## src/rtl/rcrc_pkg.sv

```systemverilog
package rcrc_pkg;
  // Sequencer phases of one byte: idle/accept, multiplier advance, CRC fold, result hold
  typedef enum logic [1:0] {
    ST_IDLE = 2'd0,
    ST_PAD  = 2'd1,
    ST_ACC  = 2'd2,
    ST_HOLD = 2'd3
  } rcrc_state_e;
endpackage

```

## src/rtl/rcrc_modmul.sv

```systemverilog
// Carry-less multiply of two W-bit polynomials reduced modulo x^W + POLY.
// Reduction uses a precomputed reciprocal so that the quotient comes from
// two further carry-less products instead of a serial division.
module rcrc_modmul #(
  parameter int           W    = 16,
  parameter logic [W-1:0] POLY = 16'h1021
) (
  input  logic [W-1:0] op_a,
  input  logic [W-1:0] op_b,
  output logic [W-1:0] res
);
  localparam int PW = 2*W - 1;

  // floor(x^(2W-1) / G), G = x^W + POLY
  function automatic logic [W-1:0] inv_poly();
    logic [W:0]   num;
    logic [W-1:0] q;
    num = (W+1)'(1) << W;
    q   = '0;
    for (int i = 0; i < W; i++) begin
      q = q << 1;
      if (num[W]) begin
        q[0] = 1'b1;
        num  = num ^ {1'b1, POLY};
      end
      num = num << 1;
    end
    return q;
  endfunction

  localparam logic [W-1:0] IPOLY = inv_poly();

  function automatic logic [W-1:0] mulmod(input logic [W-1:0] a, input logic [W-1:0] b);
    logic [PW-1:0] prod;
    logic [PW-1:0] qx;
    logic [W-1:0]  quo;
    logic [W-1:0]  fold;
    prod = '0;
    for (int i = 0; i < W; i++)
      if (a[i]) prod = prod ^ (PW'(b) << i);
    // quotient depends only on the upper W-1 product bits
    qx = '0;
    for (int i = 0; i < W-1; i++)
      if (prod[W+i]) qx = qx ^ (PW'(IPOLY) << i);
    quo = qx[PW-1:W-1];
    // only the low W bits of quo*G matter; the x^W term falls outside
    fold = '0;
    for (int i = 0; i < W; i++)
      if (quo[i]) fold = fold ^ (POLY << i);
    return prod[W-1:0] ^ fold;
  endfunction

  assign res = mulmod(op_a, op_b);
endmodule

```

## src/rtl/rcrc_ctrl.sv

```systemverilog
module rcrc_ctrl
  import rcrc_pkg::*;
(
  input  logic clk,
  input  logic rst_n,
  input  logic start,
  input  logic in_valid,
  input  logic in_last,
  output logic in_ready,
  output logic accept,
  output logic pad_step,
  output logic acc_step,
  output logic done
);
  rcrc_state_e state_q;
  logic        last_q;

  assign in_ready = (state_q == ST_IDLE);
  assign accept   = in_ready && in_valid && !start;
  assign pad_step = (state_q == ST_PAD) && !start;
  assign acc_step = (state_q == ST_ACC) && !start;

  always_ff @(posedge clk or negedge rst_n) begin
    if (!rst_n) begin
      state_q <= ST_IDLE;
      last_q  <= 1'b0;
      done    <= 1'b0;
    end else begin
      done <= 1'b0;
      if (start) begin
        state_q <= ST_IDLE;
        last_q  <= 1'b0;
      end else begin
        unique case (state_q)
          ST_IDLE: if (accept) begin
            state_q <= ST_PAD;
            last_q  <= in_last;
          end
          ST_PAD:  state_q <= ST_ACC;
          ST_ACC: begin
            state_q <= last_q ? ST_HOLD : ST_IDLE;
            done    <= last_q;
          end
          ST_HOLD: state_q <= ST_HOLD;
          default: state_q <= ST_IDLE;
        endcase
      end
    end
  end
endmodule

```

## src/rtl/rcrc_datapath.sv

```systemverilog
module rcrc_datapath #(
  parameter int               CRC_W     = 16,
  parameter int               DATA_W    = 8,
  parameter logic [CRC_W-1:0] POLY      = 16'h1021,
  parameter bit               SHARE_MUL = 1'b1
) (
  input  logic              clk,
  input  logic              rst_n,
  input  logic              start,
  input  logic              accept,
  input  logic              pad_step,
  input  logic              acc_step,
  input  logic [DATA_W-1:0] in_byte,
  output logic [CRC_W-1:0]  crc_out
);
  // x^DATA_W: one byte of zero padding
  localparam logic [CRC_W-1:0] PAD_K = CRC_W'(1) << DATA_W;

  logic [DATA_W-1:0] byte_q;
  logic [CRC_W-1:0]  pdm_q;
  logic [CRC_W-1:0]  crc_q;
  logic [CRC_W-1:0]  pdm_next;
  logic [CRC_W-1:0]  term;

  generate
    if (SHARE_MUL) begin : g_shared
      logic [CRC_W-1:0] op_a;
      logic [CRC_W-1:0] mres;
      assign op_a = pad_step ? PAD_K : CRC_W'(byte_q);
      rcrc_modmul #(.W(CRC_W), .POLY(POLY)) u_mul (
        .op_a(op_a), .op_b(pdm_q), .res(mres)
      );
      assign pdm_next = mres;
      assign term     = mres;
    end else begin : g_dual
      rcrc_modmul #(.W(CRC_W), .POLY(POLY)) u_mul_pad (
        .op_a(PAD_K), .op_b(pdm_q), .res(pdm_next)
      );
      rcrc_modmul #(.W(CRC_W), .POLY(POLY)) u_mul_term (
        .op_a(CRC_W'(byte_q)), .op_b(pdm_q), .res(term)
      );
    end
  endgenerate

  always_ff @(posedge clk or negedge rst_n) begin
    if (!rst_n) begin
      byte_q <= '0;
      pdm_q  <= PAD_K;
      crc_q  <= '0;
    end else if (start) begin
      pdm_q  <= PAD_K;
      crc_q  <= '0;
    end else begin
      if (accept)   byte_q <= in_byte;
      if (pad_step) pdm_q  <= pdm_next;
      if (acc_step) crc_q  <= crc_q ^ term;
    end
  end

  assign crc_out = crc_q;
endmodule

```

## src/rtl/rev_crc16_acc.sv

```systemverilog
module rev_crc16_acc #(
  parameter int               CRC_W     = 16,
  parameter int               DATA_W    = 8,
  parameter logic [CRC_W-1:0] POLY      = 16'h1021,
  parameter bit               SHARE_MUL = 1'b1
) (
  input  logic              clk,
  input  logic              rst_n,
  input  logic              start,
  input  logic              in_valid,
  input  logic [DATA_W-1:0] in_byte,
  input  logic              in_last,
  output logic              in_ready,
  output logic [CRC_W-1:0]  crc_out,
  output logic              done
);
  // named internal events, observed by the bound checker
  logic accept;
  logic pad_step;
  logic acc_step;

  rcrc_ctrl u_ctrl (
    .clk      (clk),
    .rst_n    (rst_n),
    .start    (start),
    .in_valid (in_valid),
    .in_last  (in_last),
    .in_ready (in_ready),
    .accept   (accept),
    .pad_step (pad_step),
    .acc_step (acc_step),
    .done     (done)
  );

  rcrc_datapath #(
    .CRC_W(CRC_W), .DATA_W(DATA_W), .POLY(POLY), .SHARE_MUL(SHARE_MUL)
  ) u_dp (
    .clk      (clk),
    .rst_n    (rst_n),
    .start    (start),
    .accept   (accept),
    .pad_step (pad_step),
    .acc_step (acc_step),
    .in_byte  (in_byte),
    .crc_out  (crc_out)
  );
endmodule

```

## config.mk

```make
export PLATFORM = sky130hd
export DESIGN_NAME = rev_crc16_acc
export DESIGN_NICKNAME = d
export VERILOG_FILES = /design/src/rtl/rcrc_pkg.sv /design/src/rtl/rcrc_modmul.sv /design/src/rtl/rcrc_ctrl.sv /design/src/rtl/rcrc_datapath.sv /design/src/rtl/rev_crc16_acc.sv
export SDC_FILE = /design/constraint.sdc
export NUM_CORES = 1
export LEC_CHECK = 0
export BUFFER_PORTS_ARGS = -buffer_cell sky130_fd_sc_hd__buf_2
export CORE_ASPECT_RATIO = 1.25
export CORE_MARGIN = 1
export CORE_UTILIZATION = 30
export DETAILED_ROUTE_END_ITERATION = 12
export SYNTH_ARGS = -nofsm -noshare
export SYNTH_HDL_FRONTEND = slang
export SYNTH_HIERARCHICAL = 1
export SYNTH_SLANG_ARGS = --single-unit
```

## constraint.sdc

```tcl
create_clock -name clk -period 4.28 [get_ports clk]
set_input_delay 0.214 -clock clk [delete_from_list [all_inputs] [get_ports clk]]
set_output_delay 0.214 -clock clk [all_outputs]
set_load 0.01 [all_outputs]
```

==> results of run 1 <==
==> final cells by class <==
cell class              count  area share (%)
multi-input cells         621           70.41
flip-flops and latches     44           17.13
well taps                 265           5.152
repair buffers             49           4.549
clock buffers               6           2.158
clock inverters             2          0.6026
==> metal layers <==
layer | track usage [%] | up-vias | routed length (um)
met1 | 20.50 | 2299 | 6859
met5 | 0 | - | 0
met4 | 6.898 | 0 | 626
met2 | 28.72 | 136 | 8142
met3 | 2.111 | 41 | 750
li1 | - | 2213 | -
==> worst paths after layout <==
check	from	to	slack [ps]	cells after the start
setup / recovery	u_ctrl/state_q[0]	u_dp/crc_out[13]	700	12
hold / removal	rst_n	u_ctrl/last_q	90	1
setup reg to reg	u_ctrl/state_q[0]	u_dp/crc_out[13]	700	12
hold reg to reg	u_dp/byte_q[6]	u_dp/byte_q[6]	510	1
max in group asynchronous	rst_n	u_dp/byte_q[0]	3560	1
min in group clk	in_byte[3]	u_dp/byte_q[3]	150	2
==> stage by stage <==
stage	hold WS [ps]	instance area, um^2	setup slack, ps	utilization [%]	instances
6_report	86.41	6436	700.7	32.94	987
5_1_grt	156.5	6436	475.8	32.94	987
3_3_place_gp	444.8	6259	826.8	32.03	979
3_5_place_dp	444.7	6259	763.5	32.03	979
2_1_floorplan	-81.59	6022	1266	-	740
4_1_cts	124.3	6436	722.1	32.94	987
==> synthesized netlist by cell type (2+ instances only) <==
library cell | count | area (um^2)
xor2_1 | 54 | 473.0
xnor2_2 | 4 | 65.06
nand2_1 | 254 | 953.4
clkbuf_1 | 26 | 97.59
nand2b_1 | 2 | 12.51
nor2_1 | 18 | 67.56
buf_6 | 7 | 78.83
xnor2_1 | 155 | 1358
a21bo_1 | 13 | 130.1
a21bo_2 | 3 | 30.03
a21oi_1 | 18 | 90.09
mux2i_1 | 16 | 160.2
buf_4 | 5 | 37.54
dfrtp_1 | 43 | 1076
clkbuf_2 | 6 | 30.03
xnor3_2 | 4 | 95.09
mux2_4 | 8 | 120.1
nand3b_1 | 16 | 120.1
buf_2 | 31 | 155.2
xnor3_1 | 27 | 608.1
xor2_2 | 3 | 48.80
nor2b_1 | 9 | 56.30
==> flip-flops by register name, summed over array words and instances, names as in the netlist <==
signal and flops:
u_ctrl/state_q 2, u_dp/byte_q 8, u_ctrl/last_q 1, u_dp/crc_out 16
u_dp/pdm_q 16, u_ctrl/done 1
==> cell families after synthesis <==
kind of cell    share of synthesized area [%]
simple gates                            21.31
xor+xnor                                44.53
buf+inv                                 6.653
flops                                   18.37
compound gates                          4.400
mux                                     4.672
other cells                           0.06251
==> worst max-delay path, cell delays in order (launching register included) <==
cell and delay [ps]:
dfrtp_1 460, nor3b_2 470, buf_4 530, nor2b_1 90, buf_4 220, nand2_1 100, xnor2_1 150, xnor2_1 150
xnor3_1 270, xnor2_2 250, xnor3_1 500, a21bo_1 180, a21oi_1 110
==> impl_metrics.env, run 1 <==
export IMPL_outcome="finished clean"
export IMPL_drv_slew=0
export IMPL_synthesis_area_um2=6000
export IMPL_synth_flop_cell="dfrtp_1"
export IMPL_clock_latency_ps=290
export IMPL_synth_edf_count=0
export IMPL_grt_pass1_vias=4677
export IMPL_fp_row_count=57
export IMPL_endpoint_kind="flip-flop"
export IMPL_slew_headroom_pct=32.68
export IMPL_nets=734
export IMPL_wl_per_cell_um=16.59
export IMPL_cts_tree="yes"
export IMPL_core_area_um2=19540
export IMPL_syn_avg_cell_area_um2=8.174
export IMPL_ys_types=34
export IMPL_crit_required_ps=4490
export IMPL_multi_input_comb_area_um2=4532
export IMPL_hold_viol_final=0
export IMPL_clk_pin_slew_worst_paths_ps=60
export IMPL_synth_async_reset_ratio_pct=100.0
export IMPL_ios=31
export IMPL_grt_use_total_pct=16.59
export IMPL_drt_wl_total_um=16380
export IMPL_worstPathArrival_ps=3790
export IMPL_areaGrowthSynthToFinish_pct=7.278
export IMPL_drive_gt1_share_pct=11.91
export IMPL_finalSetupViolations=0
export IMPL_root_buffer="clkbuf_16"
export IMPL_clk_path_buf_depth=2
export IMPL_layout_commonest_cell="nand2_1"
export IMPL_critPathKind="reg -> reg"
export IMPL_drv_cap=0
export IMPL_fp_dieW_um=128.5
export IMPL_ys_ff_latch=44
export IMPL_synthCells=734
export IMPL_dr_pass1_iters=5
export IMPL_cts_hold_buf=0
export IMPL_die_area_um2=20570
export IMPL_drc=0
export IMPL_fill_cells=2086
export IMPL_rsz0062_at_grt="false"
export IMPL_h_tree_depth=2
export IMPL_final_cell_mix="nand2_1 (254), xnor2_1 (155), xor2_1 (54)"
export IMPL_fin_crit_sh_pct=83.63
export IMPL_regArea_um2=1102
export IMPL_dp_hpwl_um=11120
export IMPL_viasPerCell=4.751
export IMPL_finClkSkew_ps=6.330
export IMPL_post_cts_setup_buffer_count=0
export IMPL_drtAntennaViolNets=0
export IMPL_grt_overflow=0
export IMPL_clock_sinks=44
export IMPL_numCtsBuffers=5
export IMPL_antenna_cells=0
export IMPL_grt_antenna_before_repair=0
export IMPL_worst_slew_pin_slew_ps=1010
export IMPL_first_iter_violations=283
export IMPL_fp_dieH_um=160.1
export IMPL_crit_path_start_kind="flip-flop"
export IMPL_hold_class="in -> async"
export IMPL_start_util_pct=30.70
export IMPL_period_needed_ps=3579
export IMPL_port_buffers=30
export IMPL_grt_first_pass_wirelength_um=26370
export IMPL_synth_yosys_seq_area_share_pct=18.37
export IMPL_max_clock_freq_mhz=279.4
export IMPL_ctsResizeCount=0
export IMPL_ys_warn_count=6
export IMPL_globalplace_congestion=0.8780
export IMPL_fin_tns_setup_ps=0
export IMPL_vias=4689
export IMPL_critPathMaxFanout=35
export IMPL_grt_max_degree=45
Power of run 1 is not shown: default switching activity piles up to over one toggle a cycle in this logic, so the estimate is an artifact.
==> inputs of run 2 (changes only) <==
==> constraint.sdc (replaced) <==
create_clock -name clk -period 2.92 [get_ports clk]
set_input_delay 0.146 -clock clk [delete_from_list [all_inputs] [get_ports clk]]
set_output_delay 0.146 -clock clk [all_outputs]
set_load 0.01 [all_outputs]
==> run 2 against run 1 <==
Compared with the run above:
- highest routed layer unchanged
- largest cell class unchanged
- non-clock buffer count up 70
- final cell count up 7.1%
- count of clock-buffer cells in the layout down 1
- the run now ends with negative setup slack left
==> impl_metrics.env, run 2 (synthesis gave the netlist of run 1 again) <==
export IMPL_cp_num_buf_inv=3
export IMPL_vias=5013
export IMPL_worst_slew_pin_slew_ps=1030
export IMPL_drv_slew=0
export IMPL_h_tree_depth=2
export IMPL_critPathKind="reg -> reg"
export IMPL_cpPeakStageDelay_ps=420
export IMPL_drv_cap=0
export IMPL_crit_family="XOR/XNOR gates"
export IMPL_r2r_start="u_ctrl/state_q[1]"
export IMPL_clock_sinks=44
export IMPL_drc=0
export IMPL_clk_pin_slew_worst_paths_ps=70
export IMPL_numCtsBuffers=5
export IMPL_finalSetupViolations=8
export IMPL_drive_gt1_share_pct=25.51
export IMPL_crit_path_start_kind="flip-flop"
export IMPL_drtAntennaViolNets=0
export IMPL_root_buffer="clkbuf_16"
export IMPL_worst_slack_ps=-110.4
export IMPL_grt_overflow=0
export IMPL_fin_tns_setup_ps=-364.0
export IMPL_fp_row_count=57
export IMPL_finClkSkew_ps=4.560
export IMPL_fp_dieH_um=160.1
export IMPL_grt_first_pass_wirelength_um=27190
export IMPL_rsz0062_at_grt="true"
export IMPL_hold_class="in -> async"
export IMPL_path_cells="nor3b_4 > buf_6 > buf_6 > nor2b_4 > buf_12 > nand2_4 > xor2_1 > xnor2_1 > xnor2_1 > xnor3_1 > xnor3_1 > a21bo_1 > a21oi_1"
export IMPL_hold_viol_final=0
export IMPL_worstPathArrival_ps=3250
export IMPL_max_clock_freq_mhz=330.0
export IMPL_grt_use_total_pct=17.05
export IMPL_cts_tree="yes"
export IMPL_start_util_pct=30.70
export IMPL_globalplace_congestion=0.8848
export IMPL_fp_dieW_um=128.5
export IMPL_dr_pass1_iters=5
export IMPL_crit_start="u_ctrl/state_q[1]"
export IMPL_layout_commonest_cell="nand2_1"
export IMPL_antenna_cells=0
export IMPL_first_iter_violations=394
export IMPL_nets=804
export IMPL_critical_path_slowest_cell="xnor3_1"
export IMPL_viasPerCell=4.743
export IMPL_die_area_um2=20570
export IMPL_fill_cells=1967
export IMPL_areaGrowthSynthToFinish_pct=23.59
export IMPL_clk_path_buf_depth=2
export IMPL_drt_wl_total_um=17690
export IMPL_crit_required_ps=3130
export IMPL_fin_crit_sh_pct=103.8
export IMPL_grt_pass1_vias=4723
export IMPL_critPathMaxFanout=6
export IMPL_outcome="complete, but fails checks"
export IMPL_clock_latency_ps=290
export IMPL_port_buffers=30
export IMPL_slew_headroom_pct=31.30
export IMPL_grt_antenna_before_repair=0
export IMPL_violations="negative setup slack"
export IMPL_cts_hold_buf=0
export IMPL_endpoint_kind="flip-flop"
export IMPL_core_area_um2=19540
export IMPL_final_cell_mix="nand2_1 (243), xnor2_1 (137), buf_4 (67)"
export IMPL_period_needed_ps=3030
export IMPL_ios=31
export IMPL_grt_max_degree=45
export IMPL_dp_hpwl_um=11870
export IMPL_wl_per_cell_um=16.73
==> run 2: per-layer routing <==
metal	part of all wire, %	track usage (%)
met4	2.6	5.187
met3	5.1	1.508
met5	0	0
met2	51	30.00
met1	41	21.80
==> run 2: timing repair <==
item | 4_1_cts | 5_1_grt
gates resized for setup | 27 | 48
buffers inserted | 14 | 24
gates cloned | 1 | 0
pin swaps | 9 | 36
endpoints found under the setup margin | 32 | 32
==> run 2: worst paths after layout <==
check                                  end  slack [ps]  depth (start not counted)
setup / recovery           u_dp/crc_out[5]        -110                         13
hold / removal                 u_ctrl/done          20                          1
setup reg to reg           u_dp/crc_out[5]        -110                         13
hold reg to reg             u_dp/byte_q[7]         510                          1
max in group asynchronous    u_dp/pdm_q[9]        2250                          1
min in group clk            u_dp/byte_q[3]          80                          2
==> run 2: area by class of cell <==
type / instances / area (um^2) / share of cell area (%)
Tap cell: 265 / 331.6 / 4.472
Clock buffer: 5 / 125.1 / 1.687
Timing Repair Buffer: 119 / 975.9 / 13.16
Clock inverter: 3 / 47.55 / 0.6412
Multi-Input combinational cell: 621 / 4832 / 65.17
Sequential cell: 44 / 1102 / 14.87
==> run 2: stage by stage <==
step / area [um^2] / setup WS (ps) / util, % / instances / hold slack (ps)
floorplan: 6042 / 0.007994 / - / 740 / -149.6
CTS: 6989 / -40.18 / 35.77 / 1033 / 61.76
detailed placement: 6530 / -400.1 / 33.42 / 1010 / 383.3
global route: 7415 / -243.0 / 37.94 / 1057 / 84.55
global placement: 6530 / -457.0 / 33.42 / 1010 / 379.0
finish: 7415 / -110.4 / 37.94 / 1057 / 20.97
Power of run 2 is left out for the same reason.
